===== config.mk =====
export PLATFORM = sky130hd
export DESIGN_NAME = chain_dma
export DESIGN_NICKNAME = d
export VERILOG_FILES = /design/src/rtl/chain_dma_pkg.sv /design/src/rtl/chain_dma_regs.sv /design/src/rtl/chain_dma_walker.sv /design/src/rtl/chain_dma.sv
export SDC_FILE = /design/constraint.sdc
export NUM_CORES = 1
export LEC_CHECK = 0
export BUFFER_PORTS_ARGS = -buffer_cell sky130_fd_sc_hd__buf_4
export CORE_ASPECT_RATIO = 2
export CORE_MARGIN = 5
export CORE_UTILIZATION = 52
export CTS_CLUSTER_SIZE = 28
export DETAILED_ROUTE_END_ITERATION = 8
export PLACE_DENSITY_LB_ADDON = 0.1
export SLEW_MARGIN = 20
export SYNTH_ARGS = -nofsm -noshare
export SYNTH_HDL_FRONTEND = slang
export SYNTH_SLANG_ARGS = --single-unit

===== constraint.sdc =====
create_clock -name clk -period 2.35 [get_ports clk]
set_clock_uncertainty 0.1 [all_clocks]
set_input_delay 0.1175 -clock clk [delete_from_list [all_inputs] [get_ports clk]]
set_output_delay 0.1175 -clock clk [all_outputs]
set_load 0.02 [all_outputs]

===== src/rtl/chain_dma_pkg.sv =====
package chain_dma_pkg;

    // walker states
    typedef enum logic [2:0] {
        W_IDLE,
        W_FETCH,
        W_CHECK,
        W_MEMRD,
        W_PUSH,
        W_PULL,
        W_MEMWR
    } walk_state_e;

    // termination event codes
    localparam logic [3:0] EV_NONE  = 4'd0;
    localparam logic [3:0] EV_UNDER = 4'd1;
    localparam logic [3:0] EV_OVER  = 4'd2;
    localparam logic [3:0] EV_DESC  = 4'd3;
    localparam logic [3:0] EV_DATA  = 4'd4;
    localparam logic [3:0] EV_EARLY = 4'd5;
    localparam logic [3:0] EV_OK    = 4'd15;

    // register word indices
    localparam logic [2:0] IDX_GCTL  = 3'd0;
    localparam logic [2:0] IDX_IEN   = 3'd1;
    localparam logic [2:0] IDX_ISTAT = 3'd2;
    localparam logic [2:0] IDX_DPTR  = 3'd3;
    localparam logic [2:0] IDX_CCR   = 3'd4;

    // bit positions
    localparam int GCTL_EN_BIT   = 0;
    localparam int GCTL_SRST_BIT = 8;
    localparam int CCR_RUN_BIT   = 7;
    localparam int CCR_DIR_BIT   = 22;
    localparam int FLAG_LAST_BIT = 31;

    // number of descriptor words actually fetched
    localparam int DESC_FETCH_WORDS = 3;

endpackage


===== src/rtl/chain_dma_regs.sv =====
module chain_dma_regs
    import chain_dma_pkg::*;
#(
    parameter int ADDR_W = 32
) (
    input  logic              clk,
    input  logic              rst_n,
    input  logic              reg_wr,
    input  logic [2:0]        reg_idx,
    input  logic [31:0]       reg_wdata,
    output logic [31:0]       reg_rdata,
    output logic              irq,
    input  logic              busy,
    input  logic              done,
    input  logic [3:0]        code,
    output logic              start,
    output logic              start_dir,
    output logic [ADDR_W-1:0] start_ptr,
    output logic              srst,
    output logic              run_bit,
    output logic              istat_bit,
    output logic              ien_bit
);

    typedef struct packed {
        logic              en;
        logic              ien;
        logic              istat;
        logic [ADDR_W-1:0] dptr;
        logic              run;
        logic              dir;
        logic [3:0]        ev;
    } regs_t;

    regs_t q, d;

    logic wr_ccr;
    assign wr_ccr    = reg_wr && (reg_idx == IDX_CCR);
    assign srst      = reg_wr && (reg_idx == IDX_GCTL) && reg_wdata[GCTL_SRST_BIT];
    assign start     = wr_ccr && !busy && reg_wdata[CCR_RUN_BIT] && q.en && !srst;
    assign start_dir = reg_wdata[CCR_DIR_BIT];
    assign start_ptr = q.dptr;

    always_comb begin
        d = q;
        if (reg_wr) begin
            case (reg_idx)
                IDX_GCTL:  d.en = reg_wdata[GCTL_EN_BIT];
                IDX_IEN:   d.ien = reg_wdata[0];
                IDX_ISTAT: if (reg_wdata[0]) d.istat = 1'b0;
                IDX_DPTR:  if (!busy) d.dptr = reg_wdata[ADDR_W-1:0];
                IDX_CCR: begin
                    if (!busy) begin
                        d.ev  = reg_wdata[3:0];
                        d.dir = reg_wdata[CCR_DIR_BIT];
                        d.run = reg_wdata[CCR_RUN_BIT] & q.en;
                    end
                end
                default: ;
            endcase
        end
        // completion posts after software writes so the set wins
        if (done) begin
            d.run   = 1'b0;
            d.ev    = code;
            d.istat = 1'b1;
        end
        if (srst) begin
            d = '0;
        end
    end

    always_ff @(posedge clk or negedge rst_n) begin
        if (!rst_n) begin
            q <= '0;
        end else begin
            q <= d;
        end
    end

    always_comb begin
        reg_rdata = '0;
        case (reg_idx)
            IDX_GCTL:  reg_rdata[GCTL_EN_BIT] = q.en;
            IDX_IEN:   reg_rdata[0] = q.ien;
            IDX_ISTAT: reg_rdata[0] = q.istat;
            IDX_DPTR:  reg_rdata[ADDR_W-1:0] = q.dptr;
            IDX_CCR: begin
                reg_rdata[3:0]         = q.ev;
                reg_rdata[CCR_RUN_BIT] = q.run;
                reg_rdata[CCR_DIR_BIT] = q.dir;
            end
            default: ;
        endcase
    end

    assign irq       = q.istat & q.ien;
    assign run_bit   = q.run;
    assign istat_bit = q.istat;
    assign ien_bit   = q.ien;

endmodule


===== src/rtl/chain_dma_walker.sv =====
module chain_dma_walker
    import chain_dma_pkg::*;
#(
    parameter int ADDR_W = 32,
    parameter int CNT_W  = 16
) (
    input  logic              clk,
    input  logic              rst_n,
    input  logic              srst,
    input  logic              start,
    input  logic              start_dir,
    input  logic [ADDR_W-1:0] start_ptr,
    output logic              busy,
    output logic              done,
    output logic [3:0]        code,
    output logic              mem_req,
    output logic              mem_we,
    output logic [ADDR_W-1:0] mem_addr,
    output logic [3:0]        mem_be,
    output logic [31:0]       mem_wdata,
    input  logic              mem_ack,
    input  logic              mem_err,
    input  logic [31:0]       mem_rdata,
    output logic              per_tx_valid,
    output logic [7:0]        per_tx_data,
    input  logic              per_tx_ready,
    input  logic              per_rx_valid,
    input  logic [7:0]        per_rx_data,
    output logic              per_rx_ready,
    input  logic              per_stop,
    input  logic              per_xrun
);

    localparam int LANES = 4;
    localparam logic [1:0] LAST_WIDX = 2'(DESC_FETCH_WORDS - 1);

    typedef struct packed {
        walk_state_e       st;
        logic [1:0]        widx;
        logic [ADDR_W-1:0] desc;
        logic [ADDR_W-1:0] buf_a;
        logic [ADDR_W-1:0] branch;
        logic [CNT_W-1:0]  cnt;
        logic              last;
        logic              dir;
        logic [7:0]        byte_v;
        logic              done;
        logic [3:0]        code;
    } walk_t;

    walk_t q, d;

    // byte lane extraction and lane enables
    logic [7:0] lane_byte [LANES];
    logic [3:0] lane_be;
    for (genvar k = 0; k < LANES; k++) begin : g_lane
        assign lane_byte[k] = mem_rdata[8*k +: 8];
        assign lane_be[k]   = (q.buf_a[1:0] == 2'(k));
    end

    always_comb begin
        d      = q;
        d.done = 1'b0;
        case (q.st)
            W_IDLE: begin
                if (start) begin
                    d.st   = W_FETCH;
                    d.desc = start_ptr;
                    d.widx = 2'd0;
                    d.dir  = start_dir;
                    d.code = EV_NONE;
                end
            end
            W_FETCH: begin
                if (mem_ack) begin
                    if (mem_err) begin
                        d.st = W_IDLE; d.done = 1'b1; d.code = EV_DESC;
                    end else begin
                        case (q.widx)
                            2'd0: begin
                                d.cnt  = mem_rdata[CNT_W-1:0];
                                d.last = mem_rdata[FLAG_LAST_BIT];
                            end
                            2'd1:    d.buf_a  = mem_rdata[ADDR_W-1:0];
                            default: d.branch = mem_rdata[ADDR_W-1:0];
                        endcase
                        if (q.widx == LAST_WIDX) begin
                            d.st = W_CHECK;
                        end else begin
                            d.widx = q.widx + 2'd1;
                        end
                    end
                end
            end
            W_CHECK: begin
                if (q.cnt == '0) begin
                    if (q.last) begin
                        d.st = W_IDLE; d.done = 1'b1; d.code = EV_OK;
                    end else begin
                        d.st   = W_FETCH;
                        d.desc = q.branch;
                        d.widx = 2'd0;
                    end
                end else begin
                    d.st = q.dir ? W_PULL : W_MEMRD;
                end
            end
            W_MEMRD: begin
                if (mem_ack) begin
                    if (mem_err) begin
                        d.st = W_IDLE; d.done = 1'b1; d.code = EV_DATA;
                    end else begin
                        d.byte_v = lane_byte[q.buf_a[1:0]];
                        d.st     = W_PUSH;
                    end
                end
            end
            W_PUSH: begin
                if (per_xrun) begin
                    d.st = W_IDLE; d.done = 1'b1; d.code = EV_UNDER;
                end else if (per_stop) begin
                    d.st = W_IDLE; d.done = 1'b1; d.code = EV_EARLY;
                end else if (per_tx_ready) begin
                    d.cnt   = q.cnt - CNT_W'(1);
                    d.buf_a = q.buf_a + ADDR_W'(1);
                    d.st    = W_CHECK;
                end
            end
            W_PULL: begin
                if (per_xrun) begin
                    d.st = W_IDLE; d.done = 1'b1; d.code = EV_OVER;
                end else if (per_stop) begin
                    d.st = W_IDLE; d.done = 1'b1; d.code = EV_EARLY;
                end else if (per_rx_valid) begin
                    d.byte_v = per_rx_data;
                    d.st     = W_MEMWR;
                end
            end
            W_MEMWR: begin
                if (mem_ack) begin
                    if (mem_err) begin
                        d.st = W_IDLE; d.done = 1'b1; d.code = EV_DATA;
                    end else begin
                        d.cnt   = q.cnt - CNT_W'(1);
                        d.buf_a = q.buf_a + ADDR_W'(1);
                        d.st    = W_CHECK;
                    end
                end
            end
            default: d.st = W_IDLE;
        endcase
        if (srst) begin
            d = '0;
        end
    end

    always_ff @(posedge clk or negedge rst_n) begin
        if (!rst_n) begin
            q <= '0;
        end else begin
            q <= d;
        end
    end

    // busy covers the posting cycle so no start collides with it
    assign busy = (q.st != W_IDLE) || q.done;
    assign done = q.done;
    assign code = q.code;

    assign mem_req   = (q.st == W_FETCH) || (q.st == W_MEMRD) || (q.st == W_MEMWR);
    assign mem_we    = (q.st == W_MEMWR);
    assign mem_addr  = (q.st == W_FETCH)
                     ? q.desc + {{(ADDR_W-4){1'b0}}, q.widx, 2'b00}
                     : {q.buf_a[ADDR_W-1:2], 2'b00};
    assign mem_be    = (q.st == W_MEMWR) ? lane_be : 4'hF;
    assign mem_wdata = {LANES{q.byte_v}};

    assign per_tx_valid = (q.st == W_PUSH);
    assign per_tx_data  = q.byte_v;
    assign per_rx_ready = (q.st == W_PULL);

endmodule


===== src/rtl/chain_dma.sv =====
module chain_dma
    import chain_dma_pkg::*;
#(
    parameter int ADDR_W = 32,
    parameter int CNT_W  = 16
) (
    input  logic              clk,
    input  logic              rst_n,
    input  logic              reg_wr,
    input  logic [2:0]        reg_idx,
    input  logic [31:0]       reg_wdata,
    output logic [31:0]       reg_rdata,
    output logic              irq,
    output logic              mem_req,
    output logic              mem_we,
    output logic [ADDR_W-1:0] mem_addr,
    output logic [3:0]        mem_be,
    output logic [31:0]       mem_wdata,
    input  logic              mem_ack,
    input  logic              mem_err,
    input  logic [31:0]       mem_rdata,
    output logic              per_tx_valid,
    output logic [7:0]        per_tx_data,
    input  logic              per_tx_ready,
    input  logic              per_rx_valid,
    input  logic [7:0]        per_rx_data,
    output logic              per_rx_ready,
    input  logic              per_stop,
    input  logic              per_xrun
);

    logic              w_busy;
    logic              w_done;
    logic [3:0]        w_code;
    logic              w_start;
    logic              w_dir;
    logic [ADDR_W-1:0] w_ptr;
    logic              w_srst;
    logic              run_bit;
    logic              istat_bit;
    logic              ien_bit;

    chain_dma_regs #(.ADDR_W(ADDR_W)) u_regs (
        .clk       (clk),
        .rst_n     (rst_n),
        .reg_wr    (reg_wr),
        .reg_idx   (reg_idx),
        .reg_wdata (reg_wdata),
        .reg_rdata (reg_rdata),
        .irq       (irq),
        .busy      (w_busy),
        .done      (w_done),
        .code      (w_code),
        .start     (w_start),
        .start_dir (w_dir),
        .start_ptr (w_ptr),
        .srst      (w_srst),
        .run_bit   (run_bit),
        .istat_bit (istat_bit),
        .ien_bit   (ien_bit)
    );

    chain_dma_walker #(.ADDR_W(ADDR_W), .CNT_W(CNT_W)) u_walk (
        .clk          (clk),
        .rst_n        (rst_n),
        .srst         (w_srst),
        .start        (w_start),
        .start_dir    (w_dir),
        .start_ptr    (w_ptr),
        .busy         (w_busy),
        .done         (w_done),
        .code         (w_code),
        .mem_req      (mem_req),
        .mem_we       (mem_we),
        .mem_addr     (mem_addr),
        .mem_be       (mem_be),
        .mem_wdata    (mem_wdata),
        .mem_ack      (mem_ack),
        .mem_err      (mem_err),
        .mem_rdata    (mem_rdata),
        .per_tx_valid (per_tx_valid),
        .per_tx_data  (per_tx_data),
        .per_tx_ready (per_tx_ready),
        .per_rx_valid (per_rx_valid),
        .per_rx_data  (per_rx_data),
        .per_rx_ready (per_rx_ready),
        .per_stop     (per_stop),
        .per_xrun     (per_xrun)
    );

endmodule


### After elaboration in Yosys (flattened, before gate mapping)

Cells that the tools add are included.
Widths: inputs -> output; s select.

* add/sub/neg operators: 4
* order comparisons: 1
* eq/ne operators: 42
* muxes and demuxes: 89
* bitwise logic cells: 3
* reductions and logical operators: 54

Operators with widths (count)
* $mux 32: 11
* $mux 81: 2
* $mux 132: 1
* $pmux 32 s3: 1
* $mux 41: 2
* $mux 16: 5
* $mux 34: 2
* $pmux 32 s2: 1
* $mux 5: 10
* $mux 8: 6
* $pmux 16 s3: 1
* $mux 3: 14
* $mux 37: 1
* $add 32x1->32 const B: 1
* $add 32x4->32: 1
* $ne 3x3->1 const B: 10
* $pmux 4 s7: 1
* $ne 3x2->1 const B: 9
* $pmux 3 s7: 1
* $reduce_bool 3->1: 7
* $reduce_bool 2->1: 10
* $reduce_and 9->1: 2
* $mux 17: 1
* $bmux 8 s2: 1
* 44 further kinds: 92

* register bits after elaboration: 173
* input port bits: 84
* output and inout bits: 113
* logic and storage cells: 211

### Longest topological paths before layout

* word-level depth: 10
* mapped depth: 9
* mapped depth without buffers: 8

### By module

A second synthesis with hierarchy kept.

* cell total of the unflattened synthesis: 1278
* area, all modules: 11333.4 µm²

By module, submodules not included
* chain_dma_walker: instances 1, cells an instance 999, area each 8867.3 µm², seq. area each 3303.2 µm²
* chain_dma_regs: instances 1, cells an instance 279, area each 2466.1 µm², seq. area each 1026.0 µm²

### Worst setup path before layout

OpenSTA, ideal clock, no wires.

* kind: register to output
* start: register u_walk.q[127] (netlist bit)
* end: output port mem_addr[26]
* data arrival time: 2448 ps
* required time: 2132 ps
* slack: -315 ps
* stages on the path, launching flop included: 9
* path buffers: 0
* cell sequence: dfrtp_1 ha_1 inv_1 fa_1 nand3b_1 nor3_2 nand4_1 xor2_1 o21ai_0

* word-level cells in the longest chain between the ends: 2

RTL lines
* start: declaration: line chain_dma_walker.sv:51 `walk_t q, d;`
* start signal: assignment: line chain_dma_walker.sv:159 `q <= '0;`
* start signal: assignment: line chain_dma_walker.sv:161 `q <= d;`
* $add 32x4->32: line chain_dma_walker.sv:173 `? q.desc + {{(ADDR_W-4){1'b0}}, q.widx, 2'b00}`
* $mux 32: line chain_dma_walker.sv:173
* end: declaration: line chain_dma.sv:16 `output logic [ADDR_W-1:0] mem_addr,`

No other way between the ends.

### Worst setup path after layout

* start: register u_walk.q[97] (netlist bit)
* end: output port mem_addr[30]

The elaborated chain is that of the path after synthesis.

==> reports/summary.json <==
{
  "final-hold-violation-count": {"value": 0},
  "fillCellCount": {"value": 1644},
  "drt_iter0_markers": {"value": 1091},
  "maxSlewViolCount": {"value": 0},
  "r2r_start": {"value": "u_walk.q[127]$_DFFE_PN0P_"},
  "worst_setup_path_start_kind": {"value": "flip-flop"},
  "preCtsSetupSlack": {"value": -0.0266, "unit": "ns"},
  "unrepaired_setup_endpoints_after_global_routing": {"value": "true"},
  "critPathKind": {"value": "reg -> out"},
  "multi_input_area": {"value": 6090, "unit": "sq um"},
  "overflow_after_grt": {"value": 0},
  "ys_seq_area_share": {"value": 39.3, "unit": "%"},
  "dominant_combinational_cell_family_by_area_after_synthesis": {"value": "simple AND/OR/NAND/NOR gates"},
  "final_cells": {"value": 1852},
  "clk_transition_reported_paths": {"value": 0.07, "unit": "ns"},
  "max-clock-path-buffers": {"value": 2},
  "final_cell_mix": {"value": "buf_4, nand2_1, dfrtp_1"},
  "worst_ep_required_time": {"value": 2.13, "unit": "ns"},
  "worst_ir_drop_vdd": {"value": 0.982, "unit": "mV"},
  "placed_cells_incl_taps": {"value": 1720},
  "synth_top_cells_by_area": {"value": "dfrtp_1, nand2_1, o21ai_0"},
  "synth.mux.area_fraction": {"value": 6.17, "unit": "%"},
  "vias": {"value": 11500},
  "post_synth_xor_area_fraction": {"value": 2.15, "unit": "%"},
  "fin_nets": {"value": 1665},
  "cts.sinks": {"value": 173},
  "core.rowCount": {"value": 75},
  "avg_vias_per_cell": {"value": 6.21},
  "placeableCoreArea": {"value": 20900, "unit": "sq um"},
  "path_max_fanout": {"value": 10},
  "chipHeight": {"value": 216, "unit": "um"},
  "grt_pass1_wl": {"value": 64200, "unit": "um"},
  "drive_gt1_share": {"value": 27.4, "unit": "%"},
  "hold_depth": {"value": 5},
  "syn-num-nets": {"value": 1382},
  "syn-mean-instance-area": {"value": 8.56, "unit": "sq um"},
  "critPathArrivalTime": {"value": 2.54, "unit": "ns"},
  "hp-class": {"value": "in -> reg"},
  "endpoint_kind": {"value": "output port"},
  "route.final.wire_length": {"value": 42300, "unit": "um"},
  "regArea": {"value": 4330, "unit": "sq um"},
  "synth_compound_gate_area_share": {"value": 20.7, "unit": "%"},
  "initial_core_utilization": {"value": 52.6, "unit": "%"},
  "netlist-cell-type-count": {"value": 83},
  "synth-main-ff-cell": {"value": "dfrtp_1"},
  "synth_top_area_cell": {"value": "dfrtp_1"},
  "ff2ff_path_depth": {"value": 10},
  "hpwlAfterDp": {"value": 29500, "unit": "um"},
  "regToRegSetupSlack": {"value": -0.01, "unit": "ns"},
  "setup_violations": {"value": 26},
  "drc_errors": {"value": 0},
  "layout-area-overhead-vs-synth": {"value": 36.4, "unit": "%"},
  "diodes": {"value": 0},
  "die_width": {"value": 113, "unit": "um"},
  "post-route-worst-setup-slack": {"value": -0.407, "unit": "ns"},
  "numPortBuffers": {"value": 196},
  "setup_total_neg_slack": {"value": -7.96, "unit": "ns"},
  "synth_enable_flop_cells": {"value": 0},
  "final_common_cell": {"value": "buf_4"},
  "max_slew.worst_pin.slew": {"value": 0.683, "unit": "ns"},
  "placed_cell_area": {"value": 13100, "unit": "sq um"},
  "timing.fmax": {"value": 0.363, "unit": "GHz"},
  "hp-start": {"value": "per_xrun"},
  "drt_first_pass_iters": {"value": 6},
  "layout_worst_path_cycle_share": {"value": 117, "unit": "%"},
  "timing.slew.headroom": {"value": 54.0, "unit": "%"},
  "grt_antenna_before_repair": {"value": 0},
  "numCtsBuffers": {"value": 17},
  "gp_congestion": {"value": 0.999},
  "static-leakage-power": {"value": 6.58, "unit": "nW"},
  "grt_start_max_net_pins": {"value": 69},
  "clock_tree.htree_level_count": {"value": 4},
  "outcome": {"value": "finished, violations left"},
  "failing_checks": {"value": "setup timing"},
  "post_synthesis_cells": {"value": 1287},
  "detail-route-antenna-nets": {"value": 0},
  "design.portCount": {"value": 197},
  "yosys_register_bits": {"value": 173},
  "syn-cell-area": {"value": 11000, "unit": "sq um"},
  "worst_r2r_endpoint": {"value": "u_walk.q[93]$_DFFE_PN0P_"},
  "basic_gate_share_of_the_synthesized_area_counting_and_or_nand_and_nor_cells": {"value": 23.0, "unit": "%"},
  "floorplan.die_area": {"value": 24400, "unit": "sq um"},
  "power_per_cell_area": {"value": 1320, "unit": "nW/um^2"},
  "cts_root_buffer": {"value": "clkbuf_16"},
  "first_global_vias": {"value": 11700},
  "hold_path_end": {"value": "u_walk.code[1]$_DFFE_PN0P_"},
  "finish.instance_area": {"value": 15000, "unit": "sq um"},
  "area_share_of_fa_ha_maj_cells_after_synthesis": {"value": 1.32, "unit": "%"},
  "clk-insertion-delay-late": {"value": 0.46, "unit": "ns"},
  "cts_tree": {"value": "built"},
  "top_cell_type_s_share_of_synthesized_area": {"value": 39.3, "unit": "%"},
  "async_reset_ff_share": {"value": 100, "unit": "%"},
  "track_usage": {"value": 34.0, "unit": "%"},
  "synth_warnings": {"value": 0},
  "drv_cap": {"value": 0},
  "routed_wire_length_per_instance": {"value": 22.9, "unit": "um"},
  "period_minus_slack": {"value": 2.76, "unit": "ns"}
}
-- worst max-delay path by stage --
stage	from	end	slack [ns]	depth (start not counted)
after global placement	u_walk.q[97]$_DFFE_PN0P_	mem_addr[10]	-0.03	10
after global routing	u_walk.q[97]$_DFFE_PN0P_	mem_addr[26]	-0.51	10
after detailed placement	u_walk.q[127]$_DFFE_PN0P_	mem_addr[10]	-0.03	10
after floorplan	u_walk.q[127]$_DFFE_PN0P_	mem_addr[10]	0.01	8
final	u_walk.q[97]$_DFFE_PN0P_	mem_addr[30]	-0.41	10
after CTS	u_walk.q[97]$_DFFE_PN0P_	mem_addr[14]	-0.43	10
-- routing by layer --
metal | part of all wire [%] | vias to the layer above | GRT usage [%]
li1 | - | 5162 | -
met1 | 35 | 5602 | 37.0
met2 | 51 | 551 | 58.3
met3 | 6.4 | 180 | 6.08
met4 | 7.8 | 0 | 24.8
met5 | 0 | - | 0
-- timing repair --
item	in CTS	in global routing
pin swaps	8	12
resized for setup	47	36
endpoints found under the setup margin	33	77
setup buffers	3	14
hold buffers	79	0
cloned	1	4
hold endpoints to repair	274	0
-- logic make-up after synthesis --
kind of cell,count (synthesis)
xor+xnor,27
buf+inv,161
simple gates,506
compound gates,353
flops,173
mux,56
fa+ha+maj,11
-- final cells by class --
cell class	instances	area share [%]
Clock buffer	19	2.95
Clock inverter	13	1.03
Inverter	22	0.550
Multi-Input combinational cell	954	40.6
Sequential cell	173	28.8
Tap cell	269	2.24
Timing Repair Buffer	402	23.8
-- stage by stage --
stage                     hold slack, ns  total power [W]  utilization (%)
after floorplan                   -0.278           0.0120                -
after global placement          -0.00651           0.0157             62.8
after detailed placement        -0.00787           0.0159             62.8
after CTS                         0.0186           0.0193             70.3
after global routing              0.0806           0.0209             71.7
final                             0.0357           0.0198             71.7
-- synthesized netlist by cell type, drive strengths merged (6+ instances only) --
master and instances:
a221oi 8, nor4 16, a211oi 6, nor2 74, clkbuf 56, nand2b 6, nor3b 8, nor2b 19
nand3 33, nand4 22, ha 10, o21ai 128, inv 22, xor2 21, and2 38, or2 6
o211ai 6, xnor2 6, o31ai 6, o2bb2ai 33, and4 8, a31oi 17, and3 12, mux4 9
nand2 211, buf 83, a21o 6, nor3 28, o22a 7, a21oi 74, dfrtp 173, a22o 7
mux2i 42
-- worst max-delay path, cell delays in order, from the launching register on --
cell	delay (ns)
dfrtp_1	0.36
ha_2	0.19
inv_2	0.04
fa_2	0.33
nand3b_1	0.24
nor3_4	0.20
buf_12	0.17
nand4_1	0.11
xor2_1	0.17
o21ai_2	0.14
buf_6	0.13
-- where the power goes --
group	switching [W]	internal, W	leakage [nW]
clock network	0.00132	0.00162	0.286
registers	0.00141	0.00437	2.23
logic	0.00621	0.00485	4.07
total	0.00895	0.0108	6.58
-- state kept, by name (all words and copies together) (netlist names) --
name,count
u_regs.run_bit,1
u_walk.done,1
u_regs.start_ptr,32
u_walk.code,4
u_walk.q,119
u_regs.ien_bit,1
u_walk.per_tx_data,8
u_regs.q,6
u_regs.istat_bit,1
Power figures use the tool's default switching activity.
